--- src/rtl/cal_clk_pkg.sv ---
package cal_clk_pkg;
   localparam int NF     = 7;
   localparam int F_SEC  = 0;
   localparam int F_MIN  = 1;
   localparam int F_HR   = 2;
   localparam int F_WDAY = 3;
   localparam int F_DAY  = 4;
   localparam int F_MON  = 5;
   localparam int F_YR   = 6;

   // all counters are held in plain binary
   typedef struct packed {
      logic [6:0] yr;
      logic [3:0] mon;
      logic [4:0] day;
      logic [2:0] wday;
      logic [4:0] hr;
      logic [5:0] mn;
      logic [5:0] sc;
   } cal_state_t;

   function automatic logic [7:0] bin_to_bcd(input logic [6:0] v);
      logic [6:0] tens;
      logic [6:0] ones;
      tens = v / 7'd10;
      ones = v % 7'd10;
      return {tens[3:0], ones[3:0]};
   endfunction

   function automatic logic [6:0] bcd_to_bin(input logic [7:0] b);
      return 7'(b[7:4]) * 7'd10 + 7'(b[3:0]);
   endfunction

   function automatic logic [4:0] month_len(input logic [3:0] mon, input logic [6:0] yr,
                                            input int leap_period);
      case (mon)
         4'd2:                     return ((int'(yr) % leap_period) == 0) ? 5'd29 : 5'd28;
         4'd4, 4'd6, 4'd9, 4'd11:  return 5'd30;
         default:                  return 5'd31;
      endcase
   endfunction
endpackage

--- src/rtl/cal_load_dec.sv ---
module cal_load_dec import cal_clk_pkg::*; (
   input  logic [NF-1:0][7:0] raw,
   input  logic               fmt_bin,
   input  logic               hr24,
   output cal_state_t         st
);
   logic [NF-1:0][6:0] val;

   for (genvar i = 0; i < NF; i++) begin : g_fld
      logic [7:0] src;
      if (i == F_HR) begin : g_hr
         // PM flag is stripped before conversion in 12-hour mode
         assign src = hr24 ? raw[i] : {1'b0, raw[i][6:0]};
      end else begin : g_plain
         assign src = raw[i];
      end
      assign val[i] = fmt_bin ? src[6:0] : bcd_to_bin(src);
   end

   logic       pm;
   logic [6:0] hv;

   always_comb begin
      pm      = raw[F_HR][7] & ~hr24;
      hv      = val[F_HR];
      st.sc   = 6'(val[F_SEC]);
      st.mn   = 6'(val[F_MIN]);
      st.wday = 3'(val[F_WDAY]);
      st.day  = 5'(val[F_DAY]);
      st.mon  = 4'(val[F_MON]);
      st.yr   = val[F_YR];
      if (hr24)     st.hr = 5'(hv);
      else if (pm)  st.hr = (hv == 7'd12) ? 5'd12 : 5'(hv + 7'd12);
      else          st.hr = (hv == 7'd12) ? 5'd0  : 5'(hv);
   end
endmodule

--- src/rtl/cal_view_enc.sv ---
module cal_view_enc import cal_clk_pkg::*; (
   input  cal_state_t         st,
   input  logic               fmt_bin,
   input  logic               hr24,
   output logic [NF-1:0][7:0] view
);
   logic [NF-1:0][6:0] raw;
   logic [4:0]         h12;
   logic               pm;

   always_comb begin
      pm = (st.hr >= 5'd12);
      if (st.hr == 5'd0)       h12 = 5'd12;
      else if (st.hr > 5'd12)  h12 = st.hr - 5'd12;
      else                     h12 = st.hr;
      raw         = '0;
      raw[F_SEC]  = 7'(st.sc);
      raw[F_MIN]  = 7'(st.mn);
      raw[F_HR]   = hr24 ? 7'(st.hr) : 7'(h12);
      raw[F_WDAY] = 7'(st.wday);
      raw[F_DAY]  = 7'(st.day);
      raw[F_MON]  = 7'(st.mon);
      raw[F_YR]   = st.yr;
   end

   for (genvar i = 0; i < NF; i++) begin : g_fld
      logic [7:0] coded;
      assign coded = fmt_bin ? {1'b0, raw[i]} : bin_to_bcd(raw[i]);
      if (i == F_HR) begin : g_hr
         assign view[i] = {coded[7] | (pm & ~hr24), coded[6:0]};
      end else begin : g_plain
         assign view[i] = coded;
      end
   end
endmodule

--- src/rtl/cal_dst_ctl.sv ---
module cal_dst_ctl #(
   parameter int SPRING_MON   = 4,
   parameter int FALL_MON     = 10,
   parameter int FIRST_WK_MAX = 7,
   parameter int LAST_WK_MIN  = 25,
   parameter int SUNDAY       = 1
) (
   input  logic       clk,
   input  logic       rst_n,
   input  logic       dst_en,
   input  logic       clear,
   input  logic       midnight,
   input  logic [3:0] nx_mon,
   input  logic [4:0] nx_day,
   input  logic [2:0] nx_wday,
   input  logic       at_edge,
   output logic       spring_go,
   output logic       fall_go
);
   logic spring_arm, fall_arm, fall_used;
   logic is_sun;

   assign is_sun = (nx_wday == 3'(SUNDAY));

   always_ff @(posedge clk or negedge rst_n) begin
      if (!rst_n) begin
         spring_arm <= 1'b0;
         fall_arm   <= 1'b0;
         fall_used  <= 1'b0;
      end else if (clear) begin
         spring_arm <= 1'b0;
         fall_arm   <= 1'b0;
         fall_used  <= 1'b0;
      end else if (midnight) begin
         spring_arm <= dst_en && is_sun && nx_mon == 4'(SPRING_MON) && nx_day <= 5'(FIRST_WK_MAX);
         fall_arm   <= dst_en && is_sun && nx_mon == 4'(FALL_MON)   && nx_day >= 5'(LAST_WK_MIN);
         fall_used  <= 1'b0;
      end else if (fall_go) begin
         fall_used  <= 1'b1;
      end
   end

   assign spring_go = at_edge && dst_en && spring_arm;
   assign fall_go   = at_edge && dst_en && fall_arm && !fall_used;


   arm_needs_enable_chk: assert property (@(posedge clk) disable iff (!rst_n)
      (midnight && !clear && !dst_en) |=> (!spring_arm && !fall_arm));


   fall_once_chk: assert property (@(posedge clk) disable iff (!rst_n)
      (fall_go && !clear && !midnight) |=> !fall_go);
endmodule

--- src/rtl/cal_clock_dst.sv ---
module cal_clock_dst import cal_clk_pkg::*; #(
   parameter int YEAR_SPAN   = 100,
   parameter int LEAP_PERIOD = 4,
   parameter int JUMP_HOUR   = 1,
   parameter bit HAS_DST     = 1'b1
) (
   input  logic       clk,
   input  logic       rst_n,
   input  logic       tick,
   input  logic       inhibit,
   input  logic       load_en,
   input  logic [7:0] ld_sec,
   input  logic [7:0] ld_min,
   input  logic [7:0] ld_hour,
   input  logic [7:0] ld_wday,
   input  logic [7:0] ld_day,
   input  logic [7:0] ld_mon,
   input  logic [7:0] ld_year,
   input  logic       fmt_bin,
   input  logic       hr24,
   input  logic       dst_en,
   output logic [7:0] sec_o,
   output logic [7:0] min_o,
   output logic [7:0] hour_o,
   output logic [7:0] wday_o,
   output logic [7:0] day_o,
   output logic [7:0] mon_o,
   output logic [7:0] year_o,
   output logic       upd_done
);
   localparam logic [6:0] YR_LAST  = 7'(YEAR_SPAN - 1);
   localparam logic [4:0] HR_JUMP  = 5'(JUMP_HOUR);
   localparam logic [4:0] HR_SKIP  = 5'(JUMP_HOUR + 2);
   localparam cal_state_t RST_ST   = '{yr: 7'd0, mon: 4'd1, day: 5'd1, wday: 3'd1,
                                       hr: 5'd0, mn: 6'd0, sc: 6'd0};

   if (YEAR_SPAN < 2 || YEAR_SPAN > 100) begin : g_bad_span
      $error("YEAR_SPAN must lie in 2..100");
   end
   if (LEAP_PERIOD < 1) begin : g_bad_leap
      $error("LEAP_PERIOD must be positive");
   end
   if (JUMP_HOUR < 0 || JUMP_HOUR > 21) begin : g_bad_jump
      $error("JUMP_HOUR must lie in 0..21");
   end

   cal_state_t         st_q, nx, ld_st;
   logic [NF-1:0][7:0] ld_raw, view;
   logic               step, do_load, roll_day, at_edge, spring_go, fall_go;
   logic [4:0]         dim;

   assign step    = tick && !inhibit;
   assign do_load = inhibit && load_en;
   assign dim     = month_len(st_q.mon, st_q.yr, LEAP_PERIOD);
   assign at_edge = step && st_q.hr == HR_JUMP && st_q.mn == 6'd59 && st_q.sc == 6'd59;

   always_comb begin
      ld_raw         = '0;
      ld_raw[F_SEC]  = ld_sec;
      ld_raw[F_MIN]  = ld_min;
      ld_raw[F_HR]   = ld_hour;
      ld_raw[F_WDAY] = ld_wday;
      ld_raw[F_DAY]  = ld_day;
      ld_raw[F_MON]  = ld_mon;
      ld_raw[F_YR]   = ld_year;
   end

   cal_load_dec u_dec (.raw(ld_raw), .fmt_bin(fmt_bin), .hr24(hr24), .st(ld_st));
   cal_view_enc u_enc (.st(st_q),    .fmt_bin(fmt_bin), .hr24(hr24), .view(view));

   always_comb begin
      nx       = st_q;
      roll_day = 1'b0;
      if (st_q.sc == 6'd59) begin
         nx.sc = 6'd0;
         if (st_q.mn == 6'd59) begin
            nx.mn = 6'd0;
            if (st_q.hr == 5'd23) begin
               nx.hr    = 5'd0;
               roll_day = 1'b1;
            end else begin
               nx.hr = st_q.hr + 5'd1;
            end
         end else begin
            nx.mn = st_q.mn + 6'd1;
         end
      end else begin
         nx.sc = st_q.sc + 6'd1;
      end
      if (roll_day) begin
         nx.wday = (st_q.wday >= 3'd7) ? 3'd1 : st_q.wday + 3'd1;
         if (st_q.day >= dim) begin
            nx.day = 5'd1;
            if (st_q.mon >= 4'd12) begin
               nx.mon = 4'd1;
               nx.yr  = (st_q.yr >= YR_LAST) ? 7'd0 : st_q.yr + 7'd1;
            end else begin
               nx.mon = st_q.mon + 4'd1;
            end
         end else begin
            nx.day = st_q.day + 5'd1;
         end
      end
      if (spring_go) begin
         nx.hr = HR_SKIP;
         nx.mn = 6'd0;
         nx.sc = 6'd0;
      end
      if (fall_go) begin
         nx.hr = HR_JUMP;
         nx.mn = 6'd0;
         nx.sc = 6'd0;
      end
   end

   if (HAS_DST) begin : g_dst
      cal_dst_ctl u_dst (
         .clk      (clk),
         .rst_n    (rst_n),
         .dst_en   (dst_en),
         .clear    (do_load),
         .midnight (step && roll_day),
         .nx_mon   (nx.mon),
         .nx_day   (nx.day),
         .nx_wday  (nx.wday),
         .at_edge  (at_edge),
         .spring_go(spring_go),
         .fall_go  (fall_go)
      );
   end else begin : g_no_dst
      assign spring_go = 1'b0;
      assign fall_go   = 1'b0;
   end

   always_ff @(posedge clk or negedge rst_n) begin
      if (!rst_n) begin
         st_q     <= RST_ST;
         upd_done <= 1'b0;
      end else begin
         upd_done <= step;
         if (step)          st_q <= nx;
         else if (do_load)  st_q <= ld_st;
      end
   end

   assign sec_o  = view[F_SEC];
   assign min_o  = view[F_MIN];
   assign hour_o = view[F_HR];
   assign wday_o = view[F_WDAY];
   assign day_o  = view[F_DAY];
   assign mon_o  = view[F_MON];
   assign year_o = view[F_YR];


   upd_pulse_chk: assert property (@(posedge clk) disable iff (!rst_n)
      upd_done |-> $past(tick && !inhibit));


   sec_wrap_chk: assert property (@(posedge clk) disable iff (!rst_n)
      (step && st_q.sc == 6'd59) |=> (st_q.sc == 6'd0));


   inhibit_hold_chk: assert property (@(posedge clk) disable iff (!rst_n)
      (inhibit && !load_en) |=> $stable(st_q));


   load_gate_chk: assert property (@(posedge clk) disable iff (!rst_n)
      (!inhibit && !tick) |=> $stable(st_q));


   spring_jump_chk: assert property (@(posedge clk) disable iff (!rst_n)
      spring_go |=> (st_q.hr == HR_SKIP && st_q.mn == 6'd0 && st_q.sc == 6'd0));


   fall_jump_chk: assert property (@(posedge clk) disable iff (!rst_n)
      fall_go |=> (st_q.hr == HR_JUMP && st_q.mn == 6'd0 && st_q.sc == 6'd0));
endmodule

--- config.mk ---
export PLATFORM = sky130hd
export DESIGN_NAME = cal_clock_dst
export DESIGN_NICKNAME = d
export VERILOG_FILES = /design/src/rtl/cal_clk_pkg.sv /design/src/rtl/cal_load_dec.sv /design/src/rtl/cal_view_enc.sv /design/src/rtl/cal_dst_ctl.sv /design/src/rtl/cal_clock_dst.sv
export SDC_FILE = /design/constraint.sdc
export NUM_CORES = 1
export LEC_CHECK = 0
export CELL_PAD_IN_SITES_DETAIL_PLACEMENT = 1
export CELL_PAD_IN_SITES_GLOBAL_PLACEMENT = 1
export CORE_MARGIN = 1
export CORE_UTILIZATION = 39
export DETAILED_ROUTE_END_ITERATION = 7
export PLACE_DENSITY_LB_ADDON = 0.1
export SLEW_MARGIN = 20
export SYNTH_ARGS = -nofsm -noshare
export SYNTH_HDL_FRONTEND = slang
export SYNTH_SLANG_ARGS = --single-unit
--- constraint.sdc ---
create_clock -name clk -period 6.7 [get_ports clk]
set_input_delay 1.675 -clock clk [delete_from_list [all_inputs] [get_ports clk]]
set_output_delay 1.675 -clock clk [all_outputs]
set_load 0.1 [all_outputs]
Yosys cells after proc, flatten, opt, wreduce, memory -nomap -nowiden
Index checks and enable logic that the tools add are counted.

cells by class
  reduce and logical (&&, ||, !) cells = 26
  $mul = 7
  eq/ne operators = 18
  div/mod/pow operators = 14
  order comparisons = 8
  bitwise logic cells = 4
  mux-type cells = 50
  $add $sub $neg = 16

operator list
  cell                                                                    number
  36-bit 2-to-1 mux                                                       2
  8-bit 2-to-1 mux                                                        8
  5-bit 2-to-1 mux                                                        11
  17-bit 2-to-1 mux                                                       2
  32-bit zero test                                                        1
  7-bit 2-to-1 mux                                                        4
  6-bit 2-to-1 mux                                                        4
  11-bit 2-to-1 mux                                                       2
  19-bit 2-to-1 mux                                                       1
  1-bit logical AND                                                       15
  7-bit by 4-bit adder with 7-bit output                                  2
  6-bit by 4-bit divider with 7-bit output, second input constant         2
  7-bit by 4-bit divider with 7-bit output, second input constant         2
  6-bit by 4-bit remainder unit with 7-bit output, second input constant  2
  7-bit by 4-bit remainder unit with 7-bit output, second input constant  2
  6-bit by 1-bit adder with 6-bit output, second input constant           2
  6-bit by 4-bit adder with 6-bit output                                  2
  4-bit by 3-bit == test with 1-bit output, second input constant         3
  4-bit == test, second input constant                                    3
  6-bit == test, second input constant                                    2
  4-bit by 3-bit multiplier with 6-bit output, second input constant      2
  1-bit 2-to-1 mux                                                        11
  5-bit by 1-bit adder with 5-bit output, second input constant           2
  4-bit by 3-bit multiplier with 5-bit output, second input constant      2
  other kinds (46)                                                        54

storage, ports and cells
  bits in registers = 40
  logic and storage cells = 154
  output and inout bits = 57
  input bits = 64

Depth between registers and ports, before layout
  depth in word-level cells = 12
  gate-level depth with buffers = 17
  depth with buffers taken out = 16

Cells and area by module
Synthesis repeated with hierarchy kept, for this count alone.

unflattened totals
  cells, all modules = 833
  area total of the unflattened synthesis = 6313.6 um2

modules (own cells, without submodules)
  module         cells an instance  instances  area each (um2)
  cal_clock_dst  318                1          2643.8
  cal_view_enc   301                1          1933.1
  cal_load_dec   193                1          1541.5
  cal_dst_ctl    21                 1          195.2

Worst setup path after synthesis
No wires, ideal clock.

  path type = in2out
  start point = in hr24
  end point = out hour_o[2]
  stages on the path = 14
  arrival = 6.208 ns
  required time = 5.025 ns
  buffers on the path = 1
  setup slack = -1.183 ns
  cell sequence = clkbuf_1 -> a211oi_1 -> a221oi_1 -> nor2_1 -> ha_1 -> o21a_1 -> a21oi_2 -> xnor2_1 -> ha_1 -> o41ai_1 -> nand3b_1 -> o311ai_2 -> and3_1 -> a211oi_1

between the ends
  longest elaborated chain between the ends = 3

RTL lines
  element                                          line                 source
  start, declared                                  cal_clock_dst.sv:20  input logic hr24,
  5-bit 2-to-1 mux (*)                             cal_view_enc.sv:19   raw[F_HR] = hr24 ? 7'(st.hr) : 7'(h12);
  7-bit by 4-bit remainder unit with 7-bit output  cal_clk_pkg.sv:26    ones = v % 7'd10;
  8-bit 2-to-1 mux (*)                             cal_view_enc.sv:28   assign coded = fmt_bin ? {1'b0, raw[i]} : bin_to_bcd(raw[i]);
  end, declared                                    cal_clock_dst.sv:24  output logic [7:0] hour_o,

Every way passes the cells marked *; elsewhere a longest branch is shown, timed or not.

Worst setup path in the final report
Ends and elaborated chain as after synthesis.

==> qor.txt <==
status = finished, final reports clean
Vias per Instance = 5.71
CTS Hold Bufs = 0
TritonCTS clock tree = yes
Post-layout nets = 1,031
most common cell after layout, fill and taps aside = clkdlybuf4s50_1
Worst slew margin = 31.5%
worst slack, placed = 0.00666 ns
vias in the first global route = 6,481
fin cells = 1,096
diodes inserted = 0
Final Instance Area = 7500 um^2
CTS Buffer Depth = 2
Die W = 129 um
Syn Std Cell Area = 6250 um^2
max-slew violation count = 0
TNS Setup = 0 ns
layout cells sized above 1 = 8.47%
Area growth, synth to finish = 20.0%
WS Path Type = in2out
I/O Buffers = 103
global-route wire length before repair = 32.6 mm
via count = 6,263
Core Footprint = 15,400 um^2
fmax = 0.160 GHz
Final Setup Violations = 0
fin crit share = 93.0%
# placed instances = 1,088
Hold Startpoint = g_dst.u_dst.spring_arm
residual DRC count = 0
dpl cell area = 7330 um^2
Worst-path clk slew = 0.06 ns
wire length per cell = 18.0 um
Critical Path Source Type = input port
die span in y = 129 um
clk_skew = 0.00988 ns
initial antenna violation count = 0
CP Capture Type = output pin
Worst EP arrival = 4.56 ns
Tot Pwr = 2.46 mW
Layout fillers = 1,951
WHS = 0.551 ns
total track usage = 24.3%
Final Hold Viols = 0
Synth Area per Inst = 7.61 um^2
H-tree levels = 2
critical-path maximum fanout = 8
Primary FF master, synth = dfrtp_1
Reg2Reg Launch Point = st_q[25]
post-DP HPWL = 15.3 mm
GR Overflow Total = 0
Yosys Warn Count = 0
Lkg Pwr = 3.22 nW
Max-Cap Viols = 0
post-synthesis cell type count = 78
fin util = 48.6%
IR drop worst, VDD = 0.334 mV
Crit. Startpoint = hr24
sequential share of the synthesized area = 16.1%
RSZ-0062 raised after global routing = false
largest net degree at the start of global routing = 41
most frequent cells in the layout = clkdlybuf4s50_1, ha_1, o21ai_0, inv_1
Tightest Pin Transition = 1.03 ns
CP required = 5.03 ns
Yosys reg bits = 40
row cnt = 45
min cycle time layout = 6.23 ns
antenna viol nets, final = 0
Post-Syn Instances = 821
Die ar. = 16,500 um^2
1st-iter DRT viols = 365
Post-synth EDFFs = 0
setup ws final = 0.468 ns
Initial Util = 40.5%
CTS buffer count = 5
Async SR Flop Fraction = 100%
Power Density = 328 nW/um^2
drt first pass iters = 4
RePlAce Congestion = 0.865
later-pin clock latency in the skew report = 0.29 ns
worst min path class = reg2reg
CTS Sinks = 40
I/O pin count = 121
clock root buffer = clkbuf_16
DRT Wirelength = 19.7 mm
[logic make-up after synthesis]
family / after synthesis / synth area share, %
xor gates and xnor gates: 34 / 4.77
other: 1 / 0.0600
buffers and inverters: 131 / 9.29
muxes: 29 / 4.79
and+or+nand+nor: 242 / 19.9
adders and majority gates: 83 / 17.6
DFF: 40 / 16.1
AOI/OAI and AO/OA: 261 / 27.6
[what timing repair did]
action / CTS / global route
hold endpoints to repair: 0 / 0
resized for setup: 1 / 4
setup endpoints to repair: 1 / 2
setup buffers: 0 / 0
[Yosys cell counts, drive strengths merged, types with 5 or more instances]
| master | n | area share (%) |
|---|---|---|
| nor3 | 14 | 1.1 |
| o31ai | 7 | 0.84 |
| a22o | 5 | 0.70 |
| mux2i | 22 | 3.5 |
| o21a | 6 | 0.72 |
| nand2b | 14 | 1.4 |
| a31oi | 10 | 1.0 |
| a21oi | 59 | 4.8 |
| nor2b | 18 | 1.8 |
| inv | 59 | 3.5 |
| xor2 | 11 | 1.5 |
| and3 | 13 | 1.3 |
| dfrtp | 37 | 15 |
| o21ai | 73 | 5.9 |
| a22oi | 10 | 1.2 |
| and2 | 7 | 0.70 |
| a21o | 7 | 0.84 |
| fa | 8 | 2.6 |
| a221o | 5 | 0.80 |
| or3 | 7 | 0.70 |
| o22ai | 8 | 0.80 |
| o311ai | 5 | 0.82 |
| ha | 75 | 15 |
| xnor2 | 23 | 3.2 |
| nor2 | 61 | 3.7 |
| o221ai | 6 | 0.84 |
| nand3 | 23 | 1.9 |
| o211ai | 7 | 0.84 |
| nor3b | 7 | 0.84 |
| mux2 | 7 | 1.3 |
| a211oi | 12 | 1.4 |
| nand2 | 58 | 3.5 |
| clkbuf | 40 | 2.4 |
| buf | 31 | 3.3 |
[area by class of cell]
| cell class | instances | area (um^2) | area share [%] |
|---|---|---|---|
| Sequential cell | 40 | 1000 | 13.4 |
| Clock inverter | 1 | 7.51 | 0.100 |
| Multi-Input combinational cell | 662 | 4740 | 63.2 |
| Timing Repair Buffer | 115 | 1110 | 14.8 |
| Clock buffer | 7 | 143 | 1.90 |
| Inverter | 60 | 225 | 3.00 |
| Tap cell | 211 | 264 | 3.52 |
[where the power goes]
group	switching (mW)	leakage (nW)	internal, mW
Combinational	1.22	2.66	0.570
Sequential	0.132	0.489	0.285
Clock	0.102	0.0701	0.149
[path summary, 6_finish.rpt]
path,slack (ns),cells after the start,endpoint
min in group asynchronous,1.56,1,st_q[27]
hold / removal,0.55,2,g_dst.u_dst.spring_arm
setup / recovery,0.47,16,hour_o[2]
hold reg to reg,0.55,2,g_dst.u_dst.spring_arm
max in group asynchronous,4.50,1,st_q[35]
setup reg to reg,3.26,12,st_q[35]
[flip-flops by register name, indices dropped and copies added, names as in the netlist]
| register | flops |
|---|---|
| st_q | 36 |
| g_dst.u_dst.fall_arm | 1 |
| g_dst.u_dst.fall_used | 1 |
| g_dst.u_dst.spring_arm | 1 |
| upd_done | 1 |
[worst max-delay path, cell delays in order]
cell and delay [ns]:
dlymetal6s2s_1 0.20, a211oi_1 0.32, a221oi_2 0.12, nor2_2 0.19, ha_1 0.17, inv_1 0.04, ha_1 0.21, a21oi_2 0.17
xnor2_1 0.14, ha_2 0.24, o41ai_1 0.09, nand3b_1 0.13, o311ai_2 0.15, and3_1 0.24, a211oi_2 0.24, buf_12 0.22
[metal layers]
metal | up-vias | global-route usage [%] | wire (um)
li1 | 3070 | - | -
met1 | 3075 | 30.8 | 9010
met2 | 99 | 43.7 | 9740
met3 | 19 | 2.83 | 591
met4 | 0 | 5.61 | 345
met5 | - | 0 | 0
Note: power is estimated with default switching activity, not from simulation.
